`src/rtl/ptp_time_pkg.sv`:
```
// Package: shared widths, register addresses and control bit positions
// for the PTP system time counter. Assumes a 32-bit register port.
package ptp_time_pkg;
    localparam int SEC_W  = 32;
    localparam int NS_W   = 31;
    localparam int INC_W  = 8;
    localparam int ACC_W  = 32;
    localparam int ADDR_W = 3;
    localparam int DATA_W = 32;

    typedef enum logic [ADDR_W-1:0] {
        REG_CTRL     = 3'd0,
        REG_INCR     = 3'd1,
        REG_ADDEND   = 3'd2,
        REG_SEC_UPD  = 3'd3,
        REG_NS_UPD   = 3'd4,
        REG_TIME_SEC = 3'd5,
        REG_TIME_NS  = 3'd6
    } reg_addr_e;

    localparam int CTL_FINE   = 0;
    localparam int CTL_DEC    = 1;
    localparam int CTL_INIT   = 2;
    localparam int CTL_STEP   = 3;
    localparam int CTL_ADDEND = 4;

    localparam logic [31:0] DEC_ROLL = 32'd1_000_000_000;
endpackage

```
`src/rtl/ptp_addend_acc.sv`:
```
// Fine-correction accumulator: adds the active addend every clock and
// registers the carry-out as the advance strobe. The active addend
// changes only on a load pulse. Assumes reset clears the phase.
module ptp_addend_acc #(
    parameter int ACC_W = 32
) (
    input  logic             clk,
    input  logic             rst_n,
    input  logic             load,
    input  logic [ACC_W-1:0] load_val,
    output logic [ACC_W-1:0] addend_now,
    output logic             strobe
);
    logic [ACC_W-1:0] acc_q;

    // Latch a new addend and accumulate, keeping the carry as the strobe.
    always_ff @(posedge clk) begin
        if (!rst_n) begin
            addend_now <= '0;
            acc_q      <= '0;
            strobe     <= 1'b0;
        end else begin
            if (load) addend_now <= load_val;
            {strobe, acc_q} <= {1'b0, acc_q} + {1'b0, addend_now};
        end
    end
endmodule

```
`src/rtl/ptp_time_core.sv`:
```
// Seconds / sub-seconds counter. The priority order is initialize,
// then step, then the increment tick. Sub-second results at or above
// the rollover value are normalized into seconds. Assumes the
// sub-second value is below the rollover value when a step is applied.
module ptp_time_core #(
    parameter int SEC_W = 32,
    parameter int NS_W  = 31,
    parameter int INC_W = 8
) (
    input  logic             clk,
    input  logic             rst_n,
    input  logic             decimal,
    input  logic             tick,
    input  logic [INC_W-1:0] incr,
    input  logic             do_init,
    input  logic             do_step,
    input  logic [SEC_W-1:0] upd_sec,
    input  logic [NS_W-1:0]  upd_ns,
    input  logic             upd_sub,
    output logic [SEC_W-1:0] time_sec,
    output logic [NS_W-1:0]  time_ns
);
    import ptp_time_pkg::*;

    localparam logic [NS_W:0] BIN_ROLL = {1'b1, {NS_W{1'b0}}};

    logic [NS_W:0]  roll;
    logic [NS_W:0]  tick_sum, step_sum;
    logic           tick_wrap, step_wrap;
    logic [NS_W-1:0] tick_ns, step_ns;
    logic [SEC_W-1:0] step_sec;

    // Select the rollover value and form both candidate sums.
    always_comb begin
        roll      = decimal ? DEC_ROLL[NS_W:0] : BIN_ROLL;
        tick_sum  = {1'b0, time_ns} + {{(NS_W+1-INC_W){1'b0}}, incr};
        step_sum  = {1'b0, time_ns} + {1'b0, upd_ns};
        tick_wrap = (tick_sum >= roll);
        step_wrap = (step_sum >= roll);
        tick_ns   = tick_wrap ? NS_W'(tick_sum - roll) : tick_sum[NS_W-1:0];
        step_ns   = step_wrap ? NS_W'(step_sum - roll) : step_sum[NS_W-1:0];
        step_sec  = time_sec + upd_sec
                  + {{(SEC_W-1){1'b0}}, step_wrap}
                  - {{(SEC_W-1){1'b0}}, upd_sub};
    end

    // Update the running time from init, step or tick.
    always_ff @(posedge clk) begin
        if (!rst_n) begin
            time_sec <= '0;
            time_ns  <= '0;
        end else if (do_init) begin
            time_sec <= upd_sec;
            time_ns  <= upd_ns;
        end else if (do_step) begin
            time_sec <= step_sec;
            time_ns  <= step_ns;
        end else if (tick) begin
            time_ns <= tick_ns;
            if (tick_wrap) time_sec <= time_sec + 1'b1;
        end
    end
endmodule

```
`src/rtl/ptp_time_counter.sv`:
```
// Top: register file, command sequencing and read port for the PTP
// system time counter. Commands execute one clock after they are
// written and clear themselves on that edge. Reads are registered.
module ptp_time_counter #(
    parameter int SEC_W  = ptp_time_pkg::SEC_W,
    parameter int NS_W   = ptp_time_pkg::NS_W,
    parameter int INC_W  = ptp_time_pkg::INC_W,
    parameter int ACC_W  = ptp_time_pkg::ACC_W,
    parameter int ADDR_W = ptp_time_pkg::ADDR_W,
    parameter int DATA_W = ptp_time_pkg::DATA_W
) (
    input  logic              clk,
    input  logic              rst_n,
    input  logic              reg_wr_en,
    input  logic [ADDR_W-1:0] reg_wr_addr,
    input  logic [DATA_W-1:0] reg_wr_data,
    input  logic              reg_rd_en,
    input  logic [ADDR_W-1:0] reg_rd_addr,
    output logic [DATA_W-1:0] reg_rd_data,
    output logic [SEC_W-1:0]  time_sec,
    output logic [NS_W-1:0]   time_ns
);
    import ptp_time_pkg::*;

    logic             ctrl_fine, ctrl_dec;
    logic             pend_init, pend_step, pend_addend;
    logic [INC_W-1:0] incr_q;
    logic [ACC_W-1:0] addend_reg;
    logic [SEC_W-1:0] sec_upd_q;
    logic [DATA_W-1:0] ns_upd_q;
    logic [NS_W-1:0]  ns_shadow;
    logic [ACC_W-1:0] addend_now;
    logic             acc_strobe;
    logic             ctrl_wr;
    logic             tick;

    assign ctrl_wr = reg_wr_en && (reg_wr_addr == REG_CTRL);
    assign tick    = ctrl_fine ? acc_strobe : 1'b1;

    // Control register: mode bits and self-clearing command bits.
    always_ff @(posedge clk) begin
        if (!rst_n) begin
            ctrl_fine   <= 1'b0;
            ctrl_dec    <= 1'b0;
            pend_init   <= 1'b0;
            pend_step   <= 1'b0;
            pend_addend <= 1'b0;
        end else begin
            pend_init   <= 1'b0;
            pend_step   <= 1'b0;
            pend_addend <= 1'b0;
            if (ctrl_wr) begin
                ctrl_fine   <= reg_wr_data[CTL_FINE];
                ctrl_dec    <= reg_wr_data[CTL_DEC];
                pend_init   <= reg_wr_data[CTL_INIT];
                pend_step   <= reg_wr_data[CTL_STEP];
                pend_addend <= reg_wr_data[CTL_ADDEND];
            end
        end
    end

    // Data registers written by software.
    always_ff @(posedge clk) begin
        if (!rst_n) begin
            incr_q     <= '0;
            addend_reg <= '0;
            sec_upd_q  <= '0;
            ns_upd_q   <= '0;
        end else if (reg_wr_en) begin
            case (reg_wr_addr)
                REG_INCR:    incr_q     <= reg_wr_data[INC_W-1:0];
                REG_ADDEND:  addend_reg <= reg_wr_data[ACC_W-1:0];
                REG_SEC_UPD: sec_upd_q  <= reg_wr_data[SEC_W-1:0];
                REG_NS_UPD:  ns_upd_q   <= reg_wr_data;
                default:     ;
            endcase
        end
    end

    // Registered read port with a coherent seconds/sub-seconds snapshot.
    always_ff @(posedge clk) begin
        if (!rst_n) begin
            reg_rd_data <= '0;
            ns_shadow   <= '0;
        end else if (reg_rd_en) begin
            case (reg_rd_addr)
                REG_CTRL:     reg_rd_data <= DATA_W'({pend_addend, pend_step,
                                                      pend_init, ctrl_dec, ctrl_fine});
                REG_INCR:     reg_rd_data <= DATA_W'(incr_q);
                REG_ADDEND:   reg_rd_data <= DATA_W'(addend_reg);
                REG_SEC_UPD:  reg_rd_data <= DATA_W'(sec_upd_q);
                REG_NS_UPD:   reg_rd_data <= ns_upd_q;
                REG_TIME_SEC: reg_rd_data <= DATA_W'(time_sec);
                REG_TIME_NS:  reg_rd_data <= DATA_W'(ns_shadow);
                default:      reg_rd_data <= '0;
            endcase
            if (reg_rd_addr == REG_TIME_SEC) ns_shadow <= time_ns;
        end
    end

    ptp_addend_acc #(.ACC_W(ACC_W)) acc_i (
        .clk        (clk),
        .rst_n      (rst_n),
        .load       (pend_addend),
        .load_val   (addend_reg),
        .addend_now (addend_now),
        .strobe     (acc_strobe)
    );

    ptp_time_core #(.SEC_W(SEC_W), .NS_W(NS_W), .INC_W(INC_W)) core_i (
        .clk      (clk),
        .rst_n    (rst_n),
        .decimal  (ctrl_dec),
        .tick     (tick),
        .incr     (incr_q),
        .do_init  (pend_init),
        .do_step  (pend_step),
        .upd_sec  (sec_upd_q),
        .upd_ns   (ns_upd_q[NS_W-1:0]),
        .upd_sub  (ns_upd_q[DATA_W-1]),
        .time_sec (time_sec),
        .time_ns  (time_ns)
    );
endmodule

```
`config.mk`:
```
export PLATFORM = sky130hd
export DESIGN_NAME = ptp_time_counter
export DESIGN_NICKNAME = d
export VERILOG_FILES = /design/src/rtl/ptp_time_pkg.sv /design/src/rtl/ptp_addend_acc.sv /design/src/rtl/ptp_time_core.sv /design/src/rtl/ptp_time_counter.sv
export SDC_FILE = /design/constraint.sdc
export NUM_CORES = 1
export LEC_CHECK = 0
export BUFFER_PORTS_ARGS = -buffer_cell sky130_fd_sc_hd__buf_4
export CORE_MARGIN = 1
export CORE_UTILIZATION = 30
export CTS_CLUSTER_DIAMETER = 50
export DETAILED_ROUTE_END_ITERATION = 7
export REMOVE_ABC_BUFFERS = 1
export SLEW_MARGIN = 25
export SYNTH_ARGS = -nofsm -noshare
export SYNTH_HDL_FRONTEND = slang
export SYNTH_HIERARCHICAL = 1
export SYNTH_SLANG_ARGS = --single-unit
```
`constraint.sdc`:
```
create_clock -name clk -period 7.4 [get_ports clk]
set_clock_uncertainty 0.05 [all_clocks]
set_input_delay 1.48 -clock clk [delete_from_list [all_inputs] [get_ports clk]]
set_output_delay 1.48 -clock clk [all_outputs]
set_load 0.05 [all_outputs]
```
# [After elaboration in Yosys (flattened, before gate mapping)]
# Cells that the tools add are included.
[word_totals] regBits=300 in_bits=42 wordCells=61
[op_classes] n_addsub=9 n_lt_le_gt_ge=2 n_eq_ne=10 mux=12 n_reduce_logical=12
[ops] operator="$pmux 32 s7" count=1
[ops] operator="$mux 32" count=5
[ops] operator="$mux 31" count=5
[ops] operator="$ge 32x32->1" count=2
[ops] operator="$sub 31x31->31" count=2
[ops] operator="$add 32x32->33" count=1
[ops] operator="$add 31x31->32" count=1
[ops] operator="$add 31x8->32" count=1
[ops] operator="$add 32x1->32" count=1
[ops] operator="$add 32x1->32 const B" count=1
[ops] operator="$add 32x32->32" count=1
[ops] operator="$sub 32x1->32" count=1
[ops] operator="$reduce_and 2->1" count=7
[ops] operator="$eq 3x2->1 const B" count=4
[ops] operator="$eq 3x3->1 const B" count=4
[ops] operator="$eq 3x1->1 const B" count=2
[ops] operator="$logic_not 3->1" count=2
[ops] operator="$reduce_bool 3->1" count=2
[ops] operator="$logic_and 1x1->1" count=1
[ops] operator="$mux 1" count=1

# [Logic depth before layout (Yosys ltp)]
[depth] ltp_word=6 depth_mapped=34

# [Hierarchy]
# Netlist, hierarchy kept.
[by_module_without_submodules] mod="ptp_time_core" instances=1 cells_each=1532 area_per_inst_um2=10956.8 seq_area_each_um2=1261.2
[by_module_without_submodules] mod="ptp_time_counter" instances=1 cells_each=860 area_per_inst_um2=7513.5 seq_area_each_um2=3443.3
[by_module_without_submodules] mod="ptp_addend_acc" instances=1 cells_each=467 area_per_inst_um2=3907.5 seq_area_each_um2=1301.2

# [Worst setup path after synthesis]
# Ideal clock, no wire load.
[synth_path] path_kind="reg-to-reg" startpoint="reg core_i.time_ns[10]" endpoint="reg core_i.time_sec[30]" setup_time_ns=0.101 arrival_time_ns=7.437 required_ns=7.249 setup_slack_ns=-0.188 stages_incl_launch_ff=33 n_path_buf=1 synth_period_minus_slack_ns=7.588 cell_sequence="dfxtp_1 -> ha_1 -> clkbuf_1 -> and4_1 -> and3_1 -> nand4_1 -> a31oi_1 -> o21a_1 -> or2_2 -> a221oi_1 -> xor2_1 -> inv_1 -> ha_1 -> a21oi_1 -> a21bo_2 -> a211o_1 -> a31o_1 -> nand2_1 -> inv_2 -> fa_1 -> inv_1 -> fa_1 -> nor2b_1 -> o21ai_0 -> o22ai_1 -> a211oi_1 -> a31oi_1 -> nor3_1 -> o31ai_1 -> a2111oi_0 -> nor3_1 -> o21a_1 -> o41ai_1"
[synth_between] elab_chain_len=6 elab_cells_between_ends=10 classes_between="4 x add/sub; 2 x order compare; 2 x mux; 2 x reduce/logical"
[synth_rtl] element="start: declaration" line="ptp_time_core.sv:21" source="output logic [NS_W-1:0] time_ns"
[synth_rtl] element="start signal: assignment" line="ptp_time_core.sv:54" source="time_ns <= upd_ns;"
[synth_rtl] element="start signal: assignment" line="ptp_time_core.sv:57" source="time_ns <= step_ns;"
[synth_rtl] element="start signal: assignment" line="ptp_time_core.sv:59" source="time_ns <= tick_ns;"
[synth_rtl] element="$add 31x31->32" line="ptp_time_core.sv:37" source="step_sum = {1'b0, time_ns} + {1'b0, upd_ns};"
[synth_rtl] element="$ge 32x32->1" line="ptp_time_core.sv:39" source="step_wrap = (step_sum >= roll);"
[synth_rtl] element="$add 32x1->32" line="ptp_time_core.sv:43" source="+ {{(SEC_W-1){1'b0}}, step_wrap}"
[synth_rtl] element="$sub 32x1->32" line="ptp_time_core.sv:44" source="- {{(SEC_W-1){1'b0}}, upd_sub};"
[synth_rtl] element="$mux 32" line="ptp_time_core.sv:55" source="end else if (do_step) begin"
[synth_rtl] element="$mux 32" line="ptp_time_core.sv:52" source="end else if (do_init) begin"
[synth_rtl] element="end signal: assignment" line="ptp_time_core.sv:53" source="time_sec <= upd_sec;"
[synth_rtl] element="end signal: assignment" line="ptp_time_core.sv:56" source="time_sec <= step_sec;"
[synth_rtl] element="end signal: assignment" line="ptp_time_core.sv:60" source="if (tick_wrap) time_sec <= time_sec + 1'b1;"
[synth_rtl] element="end: declaration" line="ptp_time_core.sv:20" source="output logic [SEC_W-1:0] time_sec,"
# Several ways; a longest one is shown, not always the timed one.
# A chain may end at the register's enable or synchronous reset.

# [Worst setup path in the final report]
[layout_path] startpoint="reg core_i.time_ns[0]" endpoint="reg core_i.time_sec[29]"
# Same word-level chain as after synthesis.

==> impl_results.md <==
* Final min period at 7020 ps
* Final ANT Viol Nets at 0
* Worst Hold Class: reg -> reg
* DP Wirelength at 61.8 mm
* Drt wl/cell at 20.6 um
* Post-synthesis xor/xnor area fraction at 5.36%
* RePlAce Congestion at 0.936
* First-pass GRT wire length at 125 mm
* Static leakage at 10.5 nW
* Post-Syn Area at 22,400 um^2
* Largest family of logic cells by synthesized area: compound AO/OA/AOI/OAI gates
* Worst Tran Pin Value at 951 ps
* Clock transition at the registers of the reported paths at 60 ps
* Ratio of cells with drive above 1 in the final layout at 14.7%
* Router iterations before antenna repair at 8
* Setup WS pre-CTS at -112 ps
* WP data required at 7870 ps
* Rows at 99
* Core area at 73,300 um^2
* Layout Nets at 3,211
* Outcome: finished, violations left
* I/O Buffers at 136
* CP startpoint: core_i/time_ns[0]
* Fin crit share at 94.9%
* Gr usage total at 21.4%
* Post-synth ARST share at 0%
* Post-Route WL at 82.4 mm
* Syn-to-layout area delta at 17.8%
* # DRC at 11
* Clock latency on the worst-skew pair at 580 ps
* Routed wl met3 at 6.42 mm
* Die area at 75,700 um^2
* Crit start category: flip-flop
* Compound-cell area share of the yosys netlist at 26.4%
* Crit-path slowest cell: a311o_1
* YS warnings at 6
* Placed inst area at 24,800 um^2
* #FFs+latches synth at 300
* # IOs at 137
* Clk sinks at 300
* Violated checks: DRC
* Top sig layer: met4
* CTS hold repair buffers at 0
* Synth Area in Simple Gates at 20.7%
* Fin area at 26,400 um^2
* Maximum clock path buffer count at 3
* Synth Area per Inst at 7.83 um^2
* CTS tree: done
* Met2 routed WL at 34.6 mm
* Die Height at 275 um
* Max Cap Viol at 0
* Max-Slew Margin vs Limit at 36.4%
* Final worst slack at 377 ps
* Most used DFF post-synth: dfxtp_1
* DIE WIDTH at 275 um
* Mux share of post-synthesis cell area at 5.16%
* Bufs and invs on worst path at 4
* Register area share after synthesis at 26.8%
* H-tree levels at 2
* Fin Hold WS at 401 ps
* Initial antenna violation count at 1
* Worst vdd ir at 0.145 mV
* Clock root cell: clkbuf_16
* Vias in the first global route at 20,700
* Initial Util at 30.5%
* Pin count of the biggest net entering global routing at 88
* Final hold viol count at 0
* Hold path start: reg_rd_data[26]
* Worst path max stage delay at 410 ps
* Vias at 22,100
* Critical path class: reg -> reg
* Post-synth EDFFs at 0
* Vias per inst at 5.53
* M1 WL at 38.6 mm
* Post-synthesis adder-cell area fraction at 9.56%
* Arrival time at the worst endpoint at 7490 ps
* Power Density at 190 nW/um^2
* Kind of end point of the critical path: flip-flop
* Worst r2r src: core_i/time_ns[0]
* TritonCTS Buffers at 40
* # setup viols final at 0
* Total Power at 0.00502 W
* Peak Freq at 0.142 GHz
* Crit-path max FO at 4
* Overflow after GRT at 0
* Post-Syn Instances at 2,859
* Initial drt markers at 2,247
* Fill count at 7,745
* Post-synth cell types at 105
* Fin. max-slew vios at 0
* Worst path top cell family by delay: compound AO/OA/AOI/OAI gates
## power by group
part	total [W]	leakage [nW]	internal [W]	switching, W
sequential	0.00171	2.43	0.00165	0.0000544
clock	0.00198	0.653	0.00116	0.000825
combinational	0.00133	7.40	0.000542	0.000784
## tightest hold or removal path, stage by stage (launching register included)
cell	delay (ps)
dfxtp_1	310
nand2_1	50
o21ai_1	50
## layer usage
layer	track usage, %	up-vias
met5	0	-
met4	7.57	0
met3	3.42	130
met2	31.6	847
met1	30.9	10500
li1	-	10700
## placed cells by master, fill, tap and decap left out, types with 81 or more instances in the layout
cell type / n
inv_1: 170
ha_1: 163
a21boi_0: 81
o21ai_0: 87
xnor2_1: 104
dfxtp_1: 297
nand2_1: 450
a211oi_1: 85
nor2_1: 181
buf_4: 252
a21oi_1: 137
## area by class of cell
cell class                      instances  area (um^2)  area share [%]
Antenna cell                            1         2.50         0.00949
Clock buffer                           48         1100            4.19
Clock inverter                         25          245           0.930
Inverter                              175          657            2.49
Multi-Input combinational cell       2228        15200            57.7
Sequential cell                       300         6010            22.8
Tap cell                              959         1200            4.55
Timing Repair Buffer                  256         1950            7.38
## through the flow
| stage | TNS (ps) | cells | util, % |
|---|---|---|---|
| floorplan | -2050 | 2703 | - |
| CTS | 0 | 3985 | 35.7 |
| global route | -157 | 3992 | 36.0 |
| detailed placement | -194 | 3912 | 33.8 |
| finish | 0 | 3992 | 36.0 |
| global placement | -46.7 | 3911 | 33.8 |
## cells by family after synthesis
group / count (synthesis)
adder cells (fa/ha/maj): 168
AND/OR/NAND/NOR: 996
multiplexers: 110
XOR/XNOR: 137
AO/OA/AOI/OAI: 817
buffers and inverters: 331
flip-flops: 300
## worst paths after layout
kind	to	slack, ps	cells after the start
max	core_i/time_sec[29]	380	33
min	reg_rd_data[26]	400	2
max reg2reg	core_i/time_sec[29]	380	33
min reg2reg	reg_rd_data[26]	400	2
## Yosys cell counts (all sizes together), types with 9 or more instances
cell type / number / area share, %
and4: 11 / 0.44
o31ai: 12 / 0.40
mux2: 37 / 1.9
nor2b: 28 / 0.79
o21bai: 14 / 0.47
clkbuf: 92 / 1.5
mux2i: 73 / 3.3
xnor2: 104 / 4.1
o21a: 17 / 0.57
buf: 64 / 1.6
nand4: 34 / 0.95
nor2: 182 / 3.1
o211ai: 34 / 1.2
ha: 163 / 9.1
a211oi: 90 / 3.0
nor3: 56 / 1.3
and3: 38 / 1.1
a221oi: 16 / 0.79
or3: 23 / 0.64
a21o: 35 / 1.2
a22o: 31 / 1.2
o221ai: 22 / 0.89
nand2: 451 / 7.6
a221o: 9 / 0.40
a21oi: 144 / 3.3
a21boi: 138 / 4.6
nor4: 20 / 0.62
dfxtp: 300 / 27
a211o: 11 / 0.44
and2: 24 / 0.68
a31oi: 27 / 0.75
nand2b: 20 / 0.56
xor2: 33 / 1.3
or2: 9 / 0.25
nand3: 70 / 1.6
o21ai: 105 / 2.4
inv: 173 / 2.9
a222oi: 24 / 1.1
## repair_timing
item                                    CTS  global route
endpoints found under the setup margin    4            15
pin swaps                                 1            11
gates resized for setup                   3            33
buffers inserted                          0             6
No activity file was read; power rests on OpenSTA's default activity.
